==> src/rtl/irq_pkg.sv <==
package irq_pkg;
  localparam int LVL_W = 3;
  localparam int VEC_W = 8;
  typedef logic [LVL_W-1:0] lvl_t;
  typedef logic [VEC_W-1:0] vec_t;

  // Vector of channel n: base plus four per channel.
  function automatic vec_t chan_vector(input vec_t base, input int unsigned n);
    return base + VEC_W'(n * 4);
  endfunction

  // Levels 1..6 take part in arbitration; 0 and 7 mute a channel.
  function automatic logic lvl_live(input lvl_t l);
    return (l != '0) && (l != '1);
  endfunction
endpackage

==> src/rtl/irq_pend_bank.sv <==
module irq_pend_bank
  import irq_pkg::*;
#(
  parameter int NCH = 20,
  parameter int AW = 6,
  parameter vec_t VBASE = 8'h20
) (
  input  logic           clk,
  input  logic           rst_n,
  input  logic [NCH-1:0] req,
  input  logic           wr_en,
  input  logic [AW-1:0]  wr_addr,
  input  logic [7:0]     wr_data,
  input  logic           ack,
  input  vec_t           ack_vec,
  input  logic [NCH-1:0] dma_clr,
  output logic [NCH-1:0] pend,
  output lvl_t           lvl [NCH]
);
  logic [NCH-1:0] clr;

  for (genvar i = 0; i < NCH; i++) begin : g_ch
    logic wr_hit, sw_clr, ack_clr;
    assign wr_hit  = wr_en && (wr_addr == AW'(i));
    assign sw_clr  = wr_hit && !wr_data[3];
    assign ack_clr = ack && (ack_vec == chan_vector(VBASE, i));
    assign clr[i]  = sw_clr | ack_clr | dma_clr[i];

    always_ff @(posedge clk or negedge rst_n) begin
      if (!rst_n) begin
        pend[i] <= 1'b0;
        lvl[i]  <= '0;
      end else begin
        pend[i] <= req[i] | (pend[i] & ~clr[i]);
        if (wr_hit) lvl[i] <= wr_data[LVL_W-1:0];
      end
    end
  end

  // A fresh request always lands, even against a clear.
  assert_req_wins_R10: assert property (@(posedge clk) disable iff (!rst_n)
    1'b1 |=> ((pend & $past(req)) == $past(req)));
  // A flag with no request and no clear keeps its value.
  assert_hold_R7: assert property (@(posedge clk) disable iff (!rst_n)
    (req == '0 && clr == '0) |=> $stable(pend));
endmodule

==> src/rtl/irq_dma_route.sv <==
module irq_dma_route
  import irq_pkg::*;
#(
  parameter int NCH = 20,
  parameter int NDMA = 4,
  parameter int AW = 6,
  parameter int DMA_ADDR = 32,
  parameter vec_t VBASE = 8'h20,
  localparam int SW = $clog2(NDMA),
  localparam int IW = $clog2(NCH)
) (
  input  logic           clk,
  input  logic           rst_n,
  input  logic           wr_en,
  input  logic [AW-1:0]  wr_addr,
  input  logic [7:0]     wr_data,
  input  logic [NCH-1:0] pend,
  input  lvl_t           lvl [NCH],
  output logic [NCH-1:0] route,
  output logic [NCH-1:0] dma_clr,
  output logic           fire,
  output logic [SW-1:0]  fire_slot,
  output vec_t           slot_vec [NDMA]
);
  logic [SW-1:0] ch_slot [NCH];
  logic [IW-1:0] fire_ch;

  for (genvar s = 0; s < NDMA; s++) begin : g_slot
    always_ff @(posedge clk or negedge rst_n) begin
      if (!rst_n) slot_vec[s] <= '0;
      else if (wr_en && wr_addr == AW'(DMA_ADDR + s)) slot_vec[s] <= wr_data;
    end
  end

  // Per channel: does any live slot hold its vector, and which one first.
  for (genvar i = 0; i < NCH; i++) begin : g_match
    always_comb begin
      route[i]   = 1'b0;
      ch_slot[i] = '0;
      for (int s = NDMA - 1; s >= 0; s--) begin
        if (slot_vec[s] != '0 && slot_vec[s] == chan_vector(VBASE, i)) begin
          route[i]   = 1'b1;
          ch_slot[i] = SW'(s);
        end
      end
    end
  end

  // Lowest ready routed channel fires this cycle.
  always_comb begin
    fire    = 1'b0;
    fire_ch = '0;
    for (int i = NCH - 1; i >= 0; i--) begin
      if (route[i] && pend[i] && lvl_live(lvl[i])) begin
        fire    = 1'b1;
        fire_ch = IW'(i);
      end
    end
    fire_slot = ch_slot[fire_ch];
    dma_clr   = '0;
    if (fire) dma_clr[fire_ch] = 1'b1;
  end

  assert_dma_single_R11: assert property (@(posedge clk) disable iff (!rst_n)
    $onehot0(dma_clr));
  assert_dma_src_R11: assert property (@(posedge clk) disable iff (!rst_n)
    fire |-> (pend[fire_ch] && route[fire_ch]));
endmodule

==> src/rtl/irq_arbiter.sv <==
module irq_arbiter
  import irq_pkg::*;
#(
  parameter int NCH = 20,
  localparam int IW = $clog2(NCH)
) (
  input  logic           clk,
  input  logic           rst_n,
  input  logic [NCH-1:0] pend,
  input  lvl_t           lvl [NCH],
  input  logic [NCH-1:0] route,
  output logic           win_valid,
  output logic [IW-1:0]  win_idx,
  output lvl_t           win_lvl
);
  // Ascending scan with strict compare: ties stay with the lowest index.
  always_comb begin
    win_valid = 1'b0;
    win_idx   = '0;
    win_lvl   = '0;
    for (int i = 0; i < NCH; i++) begin
      if (pend[i] && !route[i] && lvl_live(lvl[i]) && lvl[i] > win_lvl) begin
        win_valid = 1'b1;
        win_idx   = IW'(i);
        win_lvl   = lvl[i];
      end
    end
  end

  assert_win_live_R3: assert property (@(posedge clk) disable iff (!rst_n)
    win_valid |-> (pend[win_idx] && lvl_live(lvl[win_idx])));
  assert_win_not_dma_R11: assert property (@(posedge clk) disable iff (!rst_n)
    win_valid |-> !route[win_idx]);
endmodule

==> src/rtl/irq_prio_ctrl.sv <==
module irq_prio_ctrl
  import irq_pkg::*;
#(
  parameter int NCH = 20,
  parameter int NDMA = 4,
  parameter int AW = 6,
  parameter int DMA_ADDR = 32,
  parameter logic [7:0] VBASE = 8'h20,
  parameter logic [7:0] NMI_VEC = 8'h08,
  localparam int SW = $clog2(NDMA),
  localparam int IW = $clog2(NCH)
) (
  input  logic           clk,
  input  logic           rst_n,
  input  logic [NCH-1:0] irq_req,
  input  logic           nmi_req,
  input  logic           wr_en,
  input  logic [AW-1:0]  wr_addr,
  input  logic [7:0]     wr_data,
  input  logic [AW-1:0]  rd_addr,
  output logic [7:0]     rd_data,
  input  logic           ack,
  input  logic [7:0]     ack_vec,
  output logic           irq_valid,
  output logic [2:0]     irq_level,
  output logic [7:0]     irq_vector,
  output logic           dma_start,
  output logic [SW-1:0]  dma_slot
);
  logic [NCH-1:0] pend, route, dma_clr;
  lvl_t           lvl [NCH];
  vec_t           slot_vec [NDMA];
  logic           fire, win_valid, nmi_pend;
  logic [SW-1:0]  fire_slot;
  logic [IW-1:0]  win_idx;
  lvl_t           win_lvl;

  irq_pend_bank #(.NCH(NCH), .AW(AW), .VBASE(VBASE)) u_bank (
    .clk, .rst_n, .req(irq_req), .wr_en, .wr_addr, .wr_data,
    .ack, .ack_vec, .dma_clr, .pend, .lvl
  );

  irq_dma_route #(.NCH(NCH), .NDMA(NDMA), .AW(AW), .DMA_ADDR(DMA_ADDR),
                  .VBASE(VBASE)) u_dma (
    .clk, .rst_n, .wr_en, .wr_addr, .wr_data, .pend, .lvl,
    .route, .dma_clr, .fire, .fire_slot, .slot_vec
  );

  irq_arbiter #(.NCH(NCH)) u_arb (
    .clk, .rst_n, .pend, .lvl, .route, .win_valid, .win_idx, .win_lvl
  );

  always_ff @(posedge clk or negedge rst_n) begin
    if (!rst_n) nmi_pend <= 1'b0;
    else nmi_pend <= nmi_req | (nmi_pend & ~(ack && ack_vec == NMI_VEC));
  end

  always_ff @(posedge clk or negedge rst_n) begin
    if (!rst_n) begin
      irq_valid  <= 1'b0;
      irq_level  <= '0;
      irq_vector <= '0;
      dma_start  <= 1'b0;
      dma_slot   <= '0;
    end else begin
      irq_valid  <= nmi_pend | win_valid;
      irq_level  <= nmi_pend ? 3'd7 : (win_valid ? win_lvl : 3'd0);
      irq_vector <= nmi_pend ? NMI_VEC
                  : (win_valid ? chan_vector(VBASE, int'(win_idx)) : 8'h00);
      dma_start  <= fire;
      dma_slot   <= fire_slot;
    end
  end

  always_comb begin
    rd_data = 8'h00;
    for (int i = 0; i < NCH; i++)
      if (rd_addr == AW'(i)) rd_data = {4'b0, pend[i], lvl[i]};
    for (int s = 0; s < NDMA; s++)
      if (rd_addr == AW'(DMA_ADDR + s)) rd_data = slot_vec[s];
  end

  assert_nmi_first_R6: assert property (@(posedge clk) disable iff (!rst_n)
    nmi_pend |=> (irq_valid && irq_level == 3'd7 && irq_vector == NMI_VEC));
  assert_level_nonzero_R4: assert property (@(posedge clk) disable iff (!rst_n)
    irq_valid |-> irq_level != 3'd0);
  assert_quiet_R2: assert property (@(posedge clk) disable iff (!rst_n)
    (pend == '0 && !nmi_pend) |=> !irq_valid);
endmodule

==> config.mk <==
export PLATFORM = sky130hd
export DESIGN_NAME = irq_prio_ctrl
export DESIGN_NICKNAME = d
export VERILOG_FILES = /design/src/rtl/irq_pkg.sv /design/src/rtl/irq_pend_bank.sv /design/src/rtl/irq_dma_route.sv /design/src/rtl/irq_arbiter.sv /design/src/rtl/irq_prio_ctrl.sv
export SDC_FILE = /design/constraint.sdc
export NUM_CORES = 1
export LEC_CHECK = 0
export BUFFER_PORTS_ARGS = -buffer_cell sky130_fd_sc_hd__clkbuf_2
export CORE_MARGIN = 8
export CORE_UTILIZATION = 55
export CTS_CLUSTER_SIZE = 14
export DETAILED_ROUTE_END_ITERATION = 8
export PLACE_DENSITY = 0.73
export SLEW_MARGIN = 20
export SYNTH_ARGS = -nofsm -noshare
export SYNTH_HDL_FRONTEND = slang
export SYNTH_SLANG_ARGS = --single-unit
export TNS_END_PERCENT = 5
==> constraint.sdc <==
create_clock -name clk -period 31.5 [get_ports clk]
set_clock_uncertainty 0.05 [all_clocks]
set_input_delay 0 -clock clk [delete_from_list [all_inputs] [get_ports clk]]
set_output_delay 0 -clock clk [all_outputs]
set_load 0.005 [all_outputs]
==> impl_metrics.csv, run 1 <==
group,metric,value,unit
logic_synthesis,yosysTopAreaCellShare,27.4,%
logic_synthesis,synth_edf_count,0,
logic_synthesis,synth_ff_type,"dfrtp_1",
cells_and_area,antenna_cells,0,
global_routing,grt_pass1_wl,64500,um
setup_path,end_kind,"flip-flop",
global_routing,grt_overflow_total,0,
clock_tree,clock_path_buffers,2,
worst_hold_path,holdPathStages,3,
power,powerDensity,79.5,nW/um^2
cells_and_area,final.fill_count,1807,
drt,vias_per_cell,6.95,
floorplanning,rows,53,
logic_synthesis,netlist_instances,1387,
cells_and_area,area_growth,12.9,%
floorplanning,fp.dieW,161,um
logic_synthesis,synth_seq_cells,126,
place,dp_slack,4050,ps
setup_path,required,31790,ps
timing,fin_crit,28030,ps
timing,tightest_slew,1150,ps
place,place_area,12000,sq um
setup_path,worstPathMaxFanout,8,
run,drv_cap,0,
global_routing,antenna_found_initial,0,
setup_path,startpoint_type,"flip-flop",
floorplanning,dieArea,25800,sq um
setup_path,critPathMaxStageDelay,750,ps
logic_synthesis,yosysTopAreaCell,"dfrtp_1",
cells_and_area,post-route-cell-area,13000,sq um
power,finalPower,1.03,mW
logic_synthesis,synthTopCellsByArea,"dfrtp_1 (27%), mux2_2 (8.2%), nand2_1 (4.7%), nor2_1 (4.1%), o21ai_0 (3.5%)",
global_routing,grt_usage,31.5,%
power,power.switching,482,uW
floorplanning,start_util,55.3,%
drt,drc,0,
clock_tree,cts_sinks,126,
clock_tree,clk_pin_slew,70,ps
floorplanning,die_h,161,um
drt,vias,12117,
clock_tree,clk_latency,450,ps
setup_path,arrival,28320,ps
timing,whs,39.4,ps
place,portBuffers,73,
floorplanning,core_area,20800,sq um
clock_tree,htree_levels,4,
logic_synthesis,yosys_warnings,0,
cells_and_area,final_nets,1536,
setup_path,r2r_cells,135,
setup_path,slowest_stage,"or4_1",
worst_hold_path,min_from,"ack",
drt,first_iter_violations,1300,
power,ir_worst_vdd,73.4,uV
setup_path,r2r_slack,3470,ps
timing,drv_slew,0,
logic_synthesis,syn-cell-area,11500,sq um
cells_and_area,multi_input_area,7890,sq um
cells_and_area,drive_gt1_share,19.5,%
drt,drt_pass1_iterations,6,
logic_synthesis,netlist_top_cells_count,"nand2_1 (144), dfrtp_1 (126), nor2_1 (126), mux2_2 (84), o21ai_0 (80)",
clock_tree,ctsResizeCount,0,
clock_tree,cts_setup_buffers,0,
timing,fin_tns_setup,0,ps
clock_tree,hold_buffers,29,
timing,slew_headroom,23.0,%
logic_synthesis,yosysSeqAreaShare,27.4,%
cells_and_area,final_cells,1744,
timing,rsz0062_at_grt,"no",
place,dpl.cell_count,1684,
timing,period_share,89.0,%
power,p_clk_share,21.4,%
floorplanning,ios,76,
logic_synthesis,syn_avg_cell_area,8.28,sq um
drt,wl,41300,um
power,p_leak,5.39,nW
clock_tree,cts_inserted_buffers,17,
drt,post_drt_wl_per_cell,23.7,um
worst_hold_path,hold_class,"input port to flip-flop",
power,combinationalPowerShare,57.3,%
cells_and_area,seqCellArea,3150,sq um
setup_path,r2r-start,"u_dma.slot_vec[25]",
global_routing,grt_pass1_vias,11389,
timing,finalSetupViolations,0,
power,intPower,549,uW
timing,fmax,0.0357,GHz
timing,setup_ws,3470,ps
place,dp_hpwl,30600,um
drt,ant_nets,0,
clock_tree,cts_tree,"built",
logic_synthesis,post-synth-top-count-cell,"nand2_1",
setup_path,critical_path_class,"flip-flop to flip-flop",
run_status,outcome,"completed",
place,place_congestion,0.993,
power,seqPwrFrac,21.3,%
power,switching_share,46.7,%
timing,hold_viol,0,
logic_synthesis,ys_async_sr_fraction,100,%
logic_synthesis,synth_cell_types,103,
clock_tree,cts_root_buf,"clkbuf_16",
setup_path,crit_path_frequent_cell,"ha_1",
setup_path,cp-startpoint,"u_dma.slot_vec[25]",
cells_and_area,post-route-util,62.5,%
global_routing,grt_max_degree,74,
[worst max-delay path: cells and delay by family (launching register included)]
family,cells,cell delay (ps)
AO/OA/AOI/OAI,54,10250
adder cells (fa/ha/maj),26,7560
buffers and inverters,6,450
flip-flops,1,450
multiplexers,7,2070
AND/OR/NAND/NOR,42,7050
[cell families (layout without fill, tap and decap cells)]
logic type | after synthesis | after routing | synth area share, %
simple gates | 597 | 597 | 27.9
compound gates | 397 | 397 | 24.8
flops | 126 | 126 | 27.4
buf+inv | 117 | 198 | 4.11
mux | 115 | 115 | 12.2
fa+ha+maj | 33 | 33 | 3.47
other cells | 1 | 2 | 0.0326
xor+xnor | 1 | 1 | 0.0763
[placed cells by master, fill, tap and decap left out, drive strengths merged, types with 35 or more instances in the layout]
cell	count
a21oi	78
clkbuf	89
dfrtp	126
inv	58
mux2	85
nand2	144
nand3	68
nor2	126
nor3	35
o21ai	84
[power by group through the flow]
stage                     clock (mW)  sequential, mW  combinational (mW)
after floorplan                    0           0.203               0.438
after global placement             0           0.219               0.550
after detailed placement           0           0.220               0.568
after CTS                      0.221           0.218               0.575
after global routing           0.228           0.223               0.648
final                          0.221           0.220               0.591
[worst paths after layout]
| kind | to |
|---|---|
| max in group asynchronous | u_bank.pend[10] |
| min in group asynchronous | u_dma.slot_vec[23] |
| setup reg to reg | irq_vector[6] |
| hold / removal | u_bank.pend[16] |
| hold reg to reg | u_bank.pend[8] |
| setup / recovery | irq_vector[6] |
[registers in the layout, summed over array words and instances (netlist names)]
signal,flops
u_bank.lvl,60
u_dma.slot_vec,32
u_bank.pend,20
irq_vector,6
irq_level,3
dma_slot,2
dma_start,1
irq_valid,1
nmi_pend,1
[routing by layer]
layer | part of all wire, % | vias to the layer above | routed length (um) | GRT usage (%)
li1 | - | 5420 | - | -
met1 | 40 | 5800 | 16600 | 40.8
met2 | 44 | 750 | 18300 | 48.9
met3 | 11 | 147 | 4400 | 7.47
met4 | 4.7 | 0 | 1960 | 15.2
met5 | 0 | - | 0 | 0
[final cells by class]
cell class / count / share of cell area, %
Clock buffer: 17 / 3.28
Inverter: 52 / 1.51
Timing Repair Buffer: 115 / 5.83
Sequential cell: 126 / 24.3
Multi-Input combinational cell: 1145 / 60.8
Tap cell: 275 / 2.65
Clock inverter: 14 / 1.58
(Power assumes the default switching activity.)
==> run 2: changes to the inputs <==
Settings changed: CORE_MARGIN 8 to 4.
Clock period 31.5 ns to 35.3 ns, I/O delays scaled along.
==> run 2 against run 1 <==
Cell area fell by 0.50%. Global-route usage rose by 3.1 points. Utilization rose by 0.88 points. Critical path depth rose by 1. Worst setup slack improved by 4000 ps. Sequential cell count did not move. Non-clock buffer count fell by 1. Hold slack got worse by 14 ps. Largest cell class unchanged.
==> impl_metrics.csv, run 2 (same netlist as run 1, synthesis figures left out) <==
group,metric,value,unit
run_status,outcome,"completed",
cells_and_area,area_growth,12.3,%
setup_path,startpoint_type,"flip-flop",
cells_and_area,drive_gt1_share,19.5,%
cells_and_area,largest_registers,"u_bank.lvl x60, u_dma.slot_vec x32, u_bank.pend x20",
setup_path,required,35590,ps
run,drv_cap,0,
global_routing,grt_overflow_total,0,
timing,tightest_slew,1110,ps
timing,fin_crit,27840,ps
timing,fin_tns_setup,0,ps
worst_hold_path,holdPathStages,4,
setup_path,critPathMaxStageDelay,720,ps
place,dpl.cell_count,1678,
clock_tree,cts_sinks,126,
timing,drv_slew,0,
global_routing,grt_pass1_vias,11556,
drt,vias,12053,
floorplanning,core_area,20400,sq um
global_routing,antenna_found_initial,1,
cells_and_area,final_cells,1739,
clock_tree,cts_setup_buffers,0,
timing,fmax,0.0359,GHz
drt,ant_nets,0,
setup_path,r2r_slack,7460,ps
setup_path,cp-startpoint,"u_dma.slot_vec[22]",
clock_tree,clk_pin_slew,70,ps
place,portBuffers,73,
power,ir_worst_vdd,46.8,uV
setup_path,r2r-start,"u_dma.slot_vec[22]",
drt,vias_per_cell,6.93,
timing,finalSetupViolations,0,
cells_and_area,layout_common_cells,"nand2_1 (144), nor2_1 (126), dfrtp_1 (126)",
setup_path,arrival,28130,ps
global_routing,grt_usage,34.6,%
clock_tree,clk_latency,450,ps
setup_path,crit_path_frequent_cell,"ha_1",
setup_path,slowest_stage,"or4b_1",
floorplanning,ios,76,
drt,post_drt_wl_per_cell,23.5,um
global_routing,grt_pass1_wl,64800,um
cells_and_area,top_register,"u_bank.lvl",
cells_and_area,antenna_cells,0,
floorplanning,die_h,153,um
setup_path,worstPathMaxFanout,8,
timing,hold_viol,0,
timing,period_share,78.9,%
timing,slew_headroom,25.7,%
worst_hold_path,min_to,"u_bank.pend[8]",
worst_hold_path,min_from,"ack_vec[1]",
power,powerDensity,69.9,nW/um^2
timing,rsz0062_at_grt,"no",
power,p_leak,5.37,nW
worst_hold_path,hold_class,"input port to flip-flop",
setup_path,end_kind,"flip-flop",
clock_tree,cts_tree,"built",
clock_tree,cts_root_buf,"clkbuf_16",
setup_path,timing.rr.end,"irq_vector[6]",
place,place_congestion,0.999,
cells_and_area,largest_reg_flops,60,
setup_path,critical_path_class,"flip-flop to flip-flop",
drt,drc,0,
floorplanning,dieArea,23300,sq um
setup_path,r2r_cells,136,
floorplanning,fp.dieW,153,um
clock_tree,htree_levels,4,
floorplanning,start_util,56.4,%
clock_tree,clock_path_buffers,2,
cells_and_area,final_common_cell,"nand2_1",
floorplanning,rows,52,
cells_and_area,final_nets,1535,
drt,wl,40900,um
place,dp_hpwl,30800,um
drt,drt_pass1_iterations,6,
global_routing,grt_max_degree,72,
clock_tree,cts_inserted_buffers,17,
cells_and_area,post-route-util,63.4,%
drt,first_iter_violations,1297,
## run 2: cell count changes in the layout (fill, tap and decap cells not counted), sizes merged
cell / change
clkinv: +3
buf: -1
inv: +1
bufinv: -3
## run 2: where the power goes
group | leakage, nW | switching (mW) | internal, mW | total, mW
registers | 1.52 | 0.0337 | 0.162 | 0.195
clock network | 0.284 | 0.0803 | 0.0992 | 0.180
logic | 3.56 | 0.319 | 0.208 | 0.527
## run 2: worst max-delay path: cells and delay by family (launching register included)
kind / cells / cell delay (ps)
AOI/OAI and AO/OA: 56 / 10230
adders and majority gates: 26 / 7490
and+or+nand+nor: 41 / 6940
muxes: 7 / 2060
DFF: 1 / 450
buffers and inverters: 6 / 450
## run 2: cell type report
class | count | area, sq um
Clock buffer | 17 | 425
Clock inverter | 15 | 151
Fill cell | 1778 | 7460
Inverter | 52 | 195
Multi-Input combinational cell | 1145 | 7890
Sequential cell | 126 | 3150
Tap cell | 270 | 338
Timing Repair Buffer | 114 | 752
## run 2: worst max-delay path by stage
stage	depth (start not counted)	slack, ps	to
floorplan	140	10540	irq_vector[6]
global placement	138	8820	irq_vector[6]
detailed placement	137	7780	irq_vector[6]
CTS	137	7730	irq_vector[6]
global route	137	5310	irq_vector[6]
finish	136	7460	irq_vector[6]
## run 2: per-layer routing
metal,wire [um],track usage (%),vias to the layer above
met4,1770,14.6,2
met1,16600,46.3,5794
li1,-,-,5396
met5,11,0,-
met2,18500,55.3,714
met3,4020,6.50,147
## run 2: timing repair
action                                  in CTS  in global routing
resized for setup                            0                  0
hold buffers                                29                  0
endpoints found under the hold margin       92                  0
endpoints found under the setup margin       0                  0
## run 2: per-stage QoR
stage	hold WS [ps]	power (mW)	cell area (sq um)	worst slack (ps)
after floorplan	-346	0.573	11500	10540
after global placement	-50.0	0.691	12000	8820
after detailed placement	-47.7	0.704	12000	7780
after CTS	4.09	0.888	12900	7730
after global routing	39.5	0.961	12900	5310
final	25.1	0.902	12900	7460
